## config.mk

```make
export PLATFORM = sky130hd
export DESIGN_NAME = pwr_disc_timer
export DESIGN_NICKNAME = d
export VERILOG_FILES = /design/src/rtl/pdt_pkg.sv /design/src/rtl/pdt_rst_sync.sv /design/src/rtl/pdt_enable_reg.sv /design/src/rtl/pdt_keepalive.sv /design/src/rtl/pdt_port_timer.sv /design/src/rtl/pwr_disc_timer.sv
export SDC_FILE = /design/constraint.sdc
export NUM_CORES = 1
export LEC_CHECK = 0
export ABC_CLOCK_PERIOD_IN_PS = 4800
export BUFFER_PORTS_ARGS = -buffer_cell sky130_fd_sc_hd__buf_2
export CAP_MARGIN = 30
export CORE_MARGIN = 3
export CORE_UTILIZATION = 45
export DETAILED_ROUTE_END_ITERATION = 6
export GPL_TIMING_DRIVEN = 0
export HOLD_SLACK_MARGIN = 0.1
export PLACE_DENSITY = 0.74
export SLEW_MARGIN = 20
export SYNTH_ARGS = -nofsm -noshare
export SYNTH_HDL_FRONTEND = slang
export SYNTH_SLANG_ARGS = --single-unit
```

## constraint.sdc

```tcl
create_clock -name clk -period 4.8 [get_ports clk]
set_input_delay 0.72 -clock clk [delete_from_list [all_inputs] [get_ports clk]]
set_output_delay 0.72 -clock clk [all_outputs]
set_load 0.02 [all_outputs]
```

## src/rtl/pdt_pkg.sv

```systemverilog
package pdt_pkg;

  // Life cycle of one port's disconnect timer.
  typedef enum logic [0:0] {
    TMR_LIVE  = 1'b0,   // powered or idle, may count starved cycles
    TMR_SPENT = 1'b1    // request already issued, waiting for power off
  } tmr_state_e;

endpackage

```

## src/rtl/pdt_rst_sync.sv

```systemverilog
module pdt_rst_sync #(
  parameter int STAGES = 2
) (
  input  logic clk,
  input  logic rst_n,
  output logic rst_n_sync
);

  logic [STAGES-1:0] sync_q;
  logic [STAGES-1:0] sync_d;

  always_comb begin
    sync_d = {sync_q[STAGES-2:0], 1'b1};
  end

  always_ff @(posedge clk or negedge rst_n) begin
    if (!rst_n) begin
      sync_q <= '0;
    end else begin
      sync_q <= sync_d;
    end
  end

  assign rst_n_sync = sync_q[STAGES-1];

endmodule

```

## src/rtl/pdt_enable_reg.sv

```systemverilog
module pdt_enable_reg #(
  parameter int NUM_PORTS = 4,
  localparam int RW = 2 * NUM_PORTS
) (
  input  logic                 clk,
  input  logic                 rst_n,
  input  logic                 wr_en,
  input  logic [RW-1:0]        wdata,
  output logic [RW-1:0]        rdata,
  output logic [NUM_PORTS-1:0] dc_en,
  output logic [NUM_PORTS-1:0] ac_en
);

  logic [RW-1:0] en_q;
  logic [RW-1:0] en_d;
  logic          en_ce;

  always_comb begin
    en_ce = wr_en;
    en_d  = wdata;
  end

  always_ff @(posedge clk or negedge rst_n) begin
    if (!rst_n) begin
      en_q <= '0;
    end else if (en_ce) begin
      en_q <= en_d;
    end
  end

  assign rdata = en_q;
  assign dc_en = en_q[NUM_PORTS-1:0];
  assign ac_en = en_q[RW-1:NUM_PORTS];

endmodule

```

## src/rtl/pdt_keepalive.sv

```systemverilog
module pdt_keepalive #(
  parameter int NUM_PORTS = 4
) (
  input  logic [NUM_PORTS-1:0] dc_en,
  input  logic [NUM_PORTS-1:0] ac_en,
  input  logic [NUM_PORTS-1:0] dc_alive,
  input  logic [NUM_PORTS-1:0] ac_alive,
  output logic [NUM_PORTS-1:0] keep,
  output logic [NUM_PORTS-1:0] armed
);

  for (genvar p = 0; p < NUM_PORTS; p++) begin : g_port
    logic dc_hit;
    logic ac_hit;
    always_comb begin
      dc_hit   = dc_en[p] & dc_alive[p];
      ac_hit   = ac_en[p] & ac_alive[p];
      keep[p]  = dc_hit | ac_hit;
      armed[p] = dc_en[p] | ac_en[p];
    end
  end

endmodule

```

## src/rtl/pdt_port_timer.sv

```systemverilog
module pdt_port_timer
  import pdt_pkg::*;
#(
  parameter int TDIS_CYCLES = 3000,
  localparam int CW = $clog2(TDIS_CYCLES + 1)
) (
  input  logic          clk,
  input  logic          rst_n,
  input  logic          port_on,
  input  logic          keep,
  input  logic          armed,
  output logic          off_req,
  output logic [CW-1:0] cnt_o
);

  localparam logic [CW-1:0] LIMIT = CW'(TDIS_CYCLES);

  tmr_state_e    st_q, st_d;
  logic [CW-1:0] cnt_q, cnt_d;
  logic          req_q, req_d;
  logic          starved;
  logic          expire;

  always_comb begin
    starved = port_on & armed & ~keep;
    expire  = starved & (cnt_q == LIMIT);
  end

  always_comb begin
    st_d  = st_q;
    cnt_d = cnt_q;
    req_d = 1'b0;
    if (!port_on) begin
      st_d  = TMR_LIVE;
      cnt_d = '0;
    end else begin
      case (st_q)
        TMR_LIVE: begin
          if (!starved) begin
            cnt_d = '0;
          end else if (expire) begin
            req_d = 1'b1;
            st_d  = TMR_SPENT;
            cnt_d = '0;
          end else begin
            cnt_d = cnt_q + 1'b1;
          end
        end
        TMR_SPENT: begin
          cnt_d = '0;
        end
        default: begin
          st_d  = TMR_LIVE;
          cnt_d = '0;
        end
      endcase
    end
  end

  always_ff @(posedge clk or negedge rst_n) begin
    if (!rst_n) begin
      st_q  <= TMR_LIVE;
      cnt_q <= '0;
      req_q <= 1'b0;
    end else begin
      st_q  <= st_d;
      cnt_q <= cnt_d;
      req_q <= req_d;
    end
  end

  assign off_req = req_q;
  assign cnt_o   = cnt_q;

endmodule

```

## src/rtl/pwr_disc_timer.sv

```systemverilog
module pwr_disc_timer #(
  parameter int NUM_PORTS   = 4,
  parameter int TDIS_CYCLES = 3000,
  localparam int RW = 2 * NUM_PORTS,
  localparam int CW = $clog2(TDIS_CYCLES + 1)
) (
  input  logic                 clk,
  input  logic                 rst_n,
  input  logic                 cfg_wr_en,
  input  logic [RW-1:0]        cfg_wdata,
  output logic [RW-1:0]        cfg_rdata,
  input  logic [NUM_PORTS-1:0] port_on,
  input  logic [NUM_PORTS-1:0] dc_alive,
  input  logic [NUM_PORTS-1:0] ac_alive,
  output logic [NUM_PORTS-1:0] off_req
);

  logic                    rst_n_int;
  logic [NUM_PORTS-1:0]    dc_en_w;
  logic [NUM_PORTS-1:0]    ac_en_w;
  logic [NUM_PORTS-1:0]    keep_w;
  logic [NUM_PORTS-1:0]    armed_w;
  logic [NUM_PORTS*CW-1:0] cnt_all;

  pdt_rst_sync #(.STAGES(2)) u_rst (
    .clk        (clk),
    .rst_n      (rst_n),
    .rst_n_sync (rst_n_int)
  );

  pdt_enable_reg #(.NUM_PORTS(NUM_PORTS)) u_en (
    .clk   (clk),
    .rst_n (rst_n_int),
    .wr_en (cfg_wr_en),
    .wdata (cfg_wdata),
    .rdata (cfg_rdata),
    .dc_en (dc_en_w),
    .ac_en (ac_en_w)
  );

  pdt_keepalive #(.NUM_PORTS(NUM_PORTS)) u_ka (
    .dc_en    (dc_en_w),
    .ac_en    (ac_en_w),
    .dc_alive (dc_alive),
    .ac_alive (ac_alive),
    .keep     (keep_w),
    .armed    (armed_w)
  );

  for (genvar p = 0; p < NUM_PORTS; p++) begin : g_tmr
    pdt_port_timer #(.TDIS_CYCLES(TDIS_CYCLES)) u_tmr (
      .clk     (clk),
      .rst_n   (rst_n_int),
      .port_on (port_on[p]),
      .keep    (keep_w[p]),
      .armed   (armed_w[p]),
      .off_req (off_req[p]),
      .cnt_o   (cnt_all[p*CW +: CW])
    );
  end

endmodule

```

# After elaboration in Yosys (flattened, before gate mapping)
# Cells that the tools add are included.
# totals
word_cells	98
register_bits	66
in_bits	23
output_inout_bits	12
# op_classes
eq_ne	4
bitwise_logic	36
n_addsub	4
muxes	40
# ops
op	n
12-bit two-way mux	12
12-bit one-hot mux with 2 select lines	4
12-bit by 1-bit adder with 12-bit output (second input constant)	4
12-bit == test (second input constant)	4
1-bit two-way mux	24
1-bit AND	20
1-bit NOT	8
1-bit OR	8

# Depth between registers and ports, before layout
# Gate-level depths: netlist of run 1.
# logic_depth
ltp_word	9
depth_mapped	7
depth_no_buf	6

# By module
# From an unflattened synthesis of run 1, not the netlist that was laid out.
# unflattened
hier_cells	320
area_unflattened_um2	3453.3
# by_module_without_submodules
module	seq_area_each_um2	cells_per_inst	instances	area_per_inst_um2
pdt_port_timer	350.3	71	4	737.0
pdt_enable_reg	200.2	25	1	391.6
pdt_keepalive	0.0	8	1	60.1
pdt_rst_sync	50.0	3	1	53.8

# Least setup slack after synthesis of run 1
# OpenSTA, ideal clock, no wires.
# synth_path
kind	input -> register
from	in dc_alive[3]
to	reg g_tmr[3].u_tmr.cnt_q[10]
path_slack_ns	3.070
n_path_buf	1
stages	5
arrival_ns	1.659
setup_time_ns	0.071
required_time_ns	4.729
cell_sequence	a22oi_1 o211ai_1 or3b_1 buf_2 nor2_1
# synth_via
elab_chain_len	9
# synth_rtl
element	line	text
from (decl)	pwr_disc_timer.sv:13	input logic [NUM_PORTS-1:0] dc_alive,
1-bit AND (*)	pdt_keepalive.sv:16	dc_hit = dc_en[p] & dc_alive[p];
1-bit OR (*)	pdt_keepalive.sv:18	keep[p] = dc_hit | ac_hit;
1-bit NOT (*)	pdt_port_timer.sv:25	starved = port_on & armed & ~keep;
1-bit AND (*)	pdt_port_timer.sv:25	
1-bit AND	pdt_port_timer.sv:26	expire = starved & (cnt_q == LIMIT);
12-bit two-way mux	pdt_port_timer.sv:41	end else if (expire) begin
12-bit two-way mux (*)	pdt_port_timer.sv:39	if (!starved) begin
12-bit one-hot mux with 2 select lines (*)	pdt_port_timer.sv:37	case (st_q)
12-bit two-way mux (*)	pdt_port_timer.sv:33	if (!port_on) begin
net g_tmr[3].u_tmr.cnt_d[10]	pdt_port_timer.sv:19	logic [CW-1:0] cnt_q, cnt_d;
to (signal assigned)	pdt_port_timer.sv:67	cnt_q <= cnt_d;
to (decl)	pdt_port_timer.sv:19	
# The timed path passes the listed nets; every way through them passes the cells marked *.
# A chain may end at the register's enable or synchronous reset.

# Worst setup path in the final report of run 1
# layout_path
from	reg g_tmr[3].u_tmr.cnt_q[0]
to	reg g_tmr[3].u_tmr.cnt_q[6]
# layout_via
elab_chain_len	6
# layout_rtl
element	line
parallel branches: the longest is 2 deep, another holds 12-bit by 1-bit adder with 12-bit output	n/a
12-bit two-way mux (*)	pdt_port_timer.sv:41
12-bit two-way mux (*)	pdt_port_timer.sv:39
12-bit one-hot mux with 2 select lines (*)	pdt_port_timer.sv:37
12-bit two-way mux (*)	pdt_port_timer.sv:33
net g_tmr[3].u_tmr.cnt_d[6]	pdt_port_timer.sv:19
# Mark *: on every way through the listed nets, which the timed path passes.

==> results of run 1 <==
## metrics by stage
stage          cell area, um^2  setup slack [ns]  power (mW)  cells  utilization
2_1_floorplan             3100              2.83       0.646    304            -
3_3_place_gp              3370              2.13       0.675    414        0.515
3_5_place_dp              3400              2.83       0.681    415        0.520
4_1_cts                   3570              3.06        1.10    431        0.547
5_1_grt                   3570              2.86        1.14    431        0.547
6_report                  3570              3.07        1.08    431        0.547
## layout make-up
cell class / instances / area [um^2] / area share
buffer: 9 / 66.3 / 0.0186
clock buffer: 10 / 138 / 0.0385
clock inverter: 6 / 40.0 / 0.0112
inverter: 27 / 101 / 0.0284
multi-input combinational: 202 / 1280 / 0.359
sequential: 66 / 1660 / 0.463
tap: 77 / 96.3 / 0.0270
timing repair buffer: 34 / 193 / 0.0539
## power by group through the flow
stage | combinational [mW] | clock [mW] | sequential [mW]
floorplan | 0.0399 | 0 | 0.606
global placement | 0.0727 | 0 | 0.602
detailed placement | 0.0853 | 0 | 0.596
CTS | 0.0855 | 0.429 | 0.585
global route | 0.0950 | 0.457 | 0.588
finish | 0.0835 | 0.411 | 0.585
## flip-flops by register name (all words and copies together), names as in the netlist
register and count:
g_tmr.u_tmr.st_q 4, g_tmr.u_tmr.cnt_o 48, u_rst.sync_q 2, g_tmr.u_tmr.off_req 4, u_en.rdata 8
## worst max-delay path by stage
| stage | cells past startpoint | endpoint | start | slack [ns] |
|---|---|---|---|---|
| 6_report | 7 | g_tmr[3].u_tmr.cnt_o[6]$_DFF_PN0_ | g_tmr[3].u_tmr.cnt_o[0]$_DFF_PN0_ | 3.07 |
| 3_3_place_gp | 0 | g_tmr[1].u_tmr.st_q$_DFF_PN0_ | u_rst.sync_q[1]$_DFF_PN0_ | 2.13 |
| 5_1_grt | 7 | g_tmr[3].u_tmr.cnt_o[7]$_DFF_PN0_ | g_tmr[3].u_tmr.cnt_o[0]$_DFF_PN0_ | 2.86 |
| 2_1_floorplan | 0 | g_tmr[0].u_tmr.cnt_o[0]$_DFF_PN0_ | u_rst.sync_q[1]$_DFF_PN0_ | 2.83 |
| 4_1_cts | 7 | g_tmr[3].u_tmr.cnt_o[6]$_DFF_PN0_ | g_tmr[3].u_tmr.cnt_o[0]$_DFF_PN0_ | 3.06 |
| 3_5_place_dp | 6 | g_tmr[3].u_tmr.cnt_o[6]$_DFF_PN0_ | dc_alive[3] | 2.83 |
## metal layers
metal / global-route usage / vias up / wire [um]
met4: 0.0514 / 0 / 88
met1: 0.172 / 1004 / 2360
li1: - / 1088 / -
met2: 0.258 / 37 / 2550
met5: 0 / - / 0
met3: 0.0608 / 10 / 235
## cell usage in the layout, fill, tap and decap left out, drive strengths merged, types with 2 or more instances in the layout
cell,netlist,routed
ha,8,8
clkbuf,1,11
dfrtp,66,66
xnor2,33,33
clkinv,0,4
a22oi,4,4
and2,3,3
and3,2,2
buf,8,42
o2111ai,3,3
nand3,16,16
mux2,8,8
nand2b,4,4
nor3,12,12
nor2,62,62
inv,27,28
nand4,6,6
xor2,6,6
nand2,11,11
o21ai,7,7
nor4,4,4
nor4b,2,2
## critical path: cells and delay by family, from the launching register on
kind                       cells  cell delay [ns]
adders and majority gates      1             0.14
buffers and inverters          2             0.31
and+or+nand+nor                4             0.77
DFF                            1             0.41
## cell families after synthesis
logic type | count (synthesis) | synth area share
AOI/OAI and AO/OA | 17 | 0.0367
adders and majority gates | 8 | 0.0322
xor gates and xnor gates | 39 | 0.110
buffers and inverters | 36 | 0.0540
DFF | 66 | 0.532
other | 1 | 0.00121
muxes | 8 | 0.0290
and+or+nand+nor | 129 | 0.205
==> flow_summary.ini, run 1 <==
[floorplanning]
die_w_um = 89.1
die_area_mm2 = 0.00793
initial_core_util = 0.475
die_y_um = 89.1
core_mm2 = 0.00653
io_pins = 35
rows = 29

[worst_setup_path]
slowest_stage = dfrtp_1
ff2ff_setup_slack_ns = 3.07
cp.required_ns = 5.02
worstSetupEndpointType = flop
cp-start-kind = flop
critPathMaxStageDelay_ns = 0.41
r2r_cells = 7
crit_fanout = 10
path_class = flop to flop
worstReg2RegEnd = g_tmr[3].u_tmr.cnt_o[6]$_DFF_PN0_
timing.rr.start = g_tmr[3].u_tmr.cnt_o[0]$_DFF_PN0_
worstPathArrival_ns = 1.95
crit_chain = inv_1 > ha_1 > nor4b_1 > nand4_1 > or3b_1 > buf_2 > nor2_1

[yosys]
yosys-top-cells-area = dfrtp_1 53%, xnor2_1 9.3%, nor2_1 7.5%, inv_1 3.3%, ha_1 3.2%
synth_ff_type = dfrtp_1
synth.avg_cell_area_um2 = 10.2
ys_ff_latch = 66
synth_area_mm2 = 0.00310
synthTopCellsByCount = 66 x dfrtp_1, 62 x nor2_1, 33 x xnor2_1, 27 x inv_1, 14 x nand3_1
ys_seq_area_frac = 0.532
yosys.area.top_type_share = 0.532
yosysMostFrequentCell = dfrtp_1
syn-instance-count = 304
ys_types = 37
yosysTopAreaCell = dfrtp_1
async_reset_ff_frac = 1.00
synth_fp_nets = 335
synth_edf_count = 0
ys_warn_count = 0

[clock_tree]
hold_buffers = 0
cts_sinks = 66
cts-root-buf = clkbuf_8
path_clk_slew_ns = 0.07
clk-insertion-delay-late_ns = 0.34
cts_setup_buffers = 0
htreeDepth = 3
cts_buffer_depth = 2
post_cts_resized = 0
cts_buffers = 9
cts_tree = yes

[global_route]
grt_pass1_vias = 2116
grt_overflow = 0
antenna_found_initial = 0
track_usage = 0.151
grt_max_degree = 55
grt_pass1_wl_mm = 9.09

[power_and_ir_drop]
power.internal_uw = 805
p_sw_uw = 274
ir_drop_v = 0.000209
seq_power_share = 0.542
pwr-share-clk = 0.381
switching_share = 0.254
powerDensity_mw_per_mm2 = 302
leakagePower_nw = 1.50
combPwrFrac = 0.077

[worst_hold_path]
worstHoldPathType = input port to async pin

[timing]
relSlewSlack = 0.641
hold_viol = 0
whs_ns = 0.150
timing.fmax_ghz = 0.578
fin_crit_sh = 0.360
setup_viol = 0
clock_skew_ns = 0.00804
fin_crit_ns = 1.73
slew_violations = 0
final.setup.tns_ns = 0
rsz0062_at_grt = false
tightest_slew_ns = 0.538

[flow_run]
drv_cap = 0

[route]
first_pass_iters = 4
wirelength_mm = 5.24
drc_errors = 0
antenna_left = 0
wl_per_cell_um = 12.2
drt_iter0_drc = 89
num_vias = 2139
viasPerCell = 4.96

[placed_design]
io_buffers = 33
place_hpwl_mm = 3.76
place.gp.congestion = 0.802

[run_status]
outcome = complete, no violations

[finish]
fin_nets = 380
syn2layout_area_growth_pct = 15.2
drive_gt1_frac = 0.206
fillers = 575
antenna-diode-count = 0
No activity file was read; power rests on OpenSTA's default activity.
==> inputs of run 2 (changes only) <==
ABC_CLOCK_PERIOD_IN_PS = 1600   (was 4800)
clock period = 1.6 ns   (was 4.8 ns; I/O delays follow)
==> flow_summary.ini, run 2 (synthesis results as in run 1) <==
[route]
drc_errors = 0
wirelength_mm = 6.13
num_vias = 2287
drt_iter0_drc = 90
antenna_left = 0
first_pass_iters = 4
viasPerCell = 5.08
wl_per_cell_um = 13.6

[floorplanning]
die_y_um = 89.1
die_area_mm2 = 0.00793
io_pins = 35
rows = 29
core_mm2 = 0.00653
initial_core_util = 0.475
die_w_um = 89.1

[timing]
timing.fmax_ghz = 0.622
setup_viol = 2
relSlewSlack = 0.458
final.setup.tns_ns = -0.00707
hold_viol = 0
setup_slack_ns = -0.00655
clock_skew_ns = 0.00768
fin_crit_ns = 1.61
fin_crit_sh = 1.00
tightest_slew_ns = 0.813
slew_violations = 0
rsz0062_at_grt = true

[global_route]
track_usage = 0.157
grt_overflow = 0
grt_pass1_vias = 2193
grt_max_degree = 65
antenna_found_initial = 0
grt_pass1_wl_mm = 9.43

[placed_design]
place_hpwl_mm = 3.72
place_area_mm2 = 0.00337
dpl.cell_count = 414
io_buffers = 33
place.gp.congestion = 0.797

[clock_tree]
htreeDepth = 3
cts_tree = yes
clk-insertion-delay-late_ns = 0.35
cts_buffers = 9
cts-root-buf = clkbuf_8
cts_sinks = 66
path_clk_slew_ns = 0.08
cts_buffer_depth = 2

[finish]
syn2layout_area_growth_pct = 24.7
stdcell_count = 450
layout_common_cells = 64 x dfrtp_1, 50 x nor2_1, 33 x xnor2_1, 33 x buf_2, 25 x inv_1
antenna-diode-count = 0
post-route-util = 0.593
fin_area_mm2 = 0.00387
fin_nets = 399
drive_gt1_frac = 0.290
layout_commonest_cell = dfrtp_1
largest_register_ffs = 48

[worst_setup_path]
cp-start-kind = flop
critPathBufInv = 1
critPathMaxStageDelay_ns = 0.61
crit_fanout = 6
critPathTopFamily = simple AND/OR/NAND/NOR gates
slowest_stage = or4b_4
path_class = flop to flop
crit_chain = inv_2 > ha_4 > nand4b_1 > or4b_4 > nand2b_4 > nor2_1
worstSetupEndpointType = flop
cp.required_ns = 1.84
worstPathArrival_ns = 1.85

[power_and_ir_drop]
leakagePower_nw = 1.63
p_total_mw = 3.35
powerDensity_mw_per_mm2 = 865
ir_drop_v = 0.000673

[flow_run]
drv_cap = 0

[run_status]
violations = setup timing
outcome = finished, violations left

[worst_hold_path]
worstHoldPathType = input port to flop
==> run 2: cell types whose count changed in the layout (fill, tap and decap cells not counted), moves of 3 or more <==
cell / delta
buf_4: +14
nor2_1: -12
nor2_4: +8
dlygate4sd3_1: +4
nor2_2: +4
nand2b_4: +3
==> run 2: layout make-up <==
| type | instances | area (um^2) |
|---|---|---|
| Timing Repair Buffer | 53 | 347 |
| Clock buffer | 11 | 141 |
| Multi-Input combinational cell | 203 | 1430 |
| Inverter | 27 | 101 |
| Clock inverter | 5 | 30.0 |
| Buffer | 8 | 67.6 |
| Tap cell | 77 | 96.3 |
| Sequential cell | 66 | 1660 |
| Fill cell | 527 | 2660 |
==> run 2: what timing repair did <==
action	CTS	global route
cloned	0	3
gates resized for setup	6	35
hold buffers	4	0
endpoints found under the hold margin	5	0
endpoints found under the setup margin	28	42
pin swaps	2	13
buffers inserted	5	9
==> run 2: worst reg2reg max path, stage by stage (launching register included) <==
cell,delay (ns)
dfrtp_1,0.39
inv_2,0.07
ha_4,0.12
nand4b_1,0.09
or4b_4,0.61
nand2b_4,0.15
nor2_1,0.06
==> run 2: per-layer routing <==
metal | vias up | GRT usage | wire [um]
met3 | 11 | 0.0359 | 171
met4 | 0 | 0.0934 | 138
met1 | 1112 | 0.192 | 2790
met2 | 35 | 0.253 | 3030
met5 | - | 0 | 0
li1 | 1129 | - | -
==> run 2: stage by stage <==
stage | setup WS [ns] | hold slack (ns)
4_1_cts | 0.00538 | 0.109
6_report | -0.00655 | 0.116
5_1_grt | -0.0675 | 0.120
3_5_place_dp | -0.120 | 0.0279
2_1_floorplan | 0.0181 | -0.0556
3_3_place_gp | -0.0771 | 0.0266
==> run 2: final timing paths <==
kind	endpoint	cells past startpoint	slack [ns]	from
max in group asynchronous	g_tmr[1].u_tmr.cnt_o[2]$_DFF_PN0_	0	0.59	u_rst.sync_q[1]$_DFF_PN0_
setup / recovery	g_tmr[2].u_tmr.cnt_o[9]$_DFF_PN0_	6	-0.007	g_tmr[2].u_tmr.cnt_o[0]$_DFF_PN0_
hold / removal	u_en.rdata[3]$_DFFE_PN0P_	2	0.12	cfg_wdata[3]
hold reg to reg	u_rst.sync_q[1]$_DFF_PN0_	0	0.35	u_rst.sync_q[0]$_DFF_PN0_
setup reg to reg	g_tmr[2].u_tmr.cnt_o[9]$_DFF_PN0_	6	-0.007	g_tmr[2].u_tmr.cnt_o[0]$_DFF_PN0_
min in group asynchronous	u_rst.sync_q[1]$_DFF_PN0_	2	0.20	rst_n
==> run 2: report_power, final <==
group	switching, mW	total (mW)	leakage (nW)	internal [mW]
Sequential	0.0672	1.77	0.893	1.71
Clock	0.657	1.25	0.0851	0.596
Combinational	0.161	0.321	0.650	0.161
Total	0.885	3.35	1.63	2.46
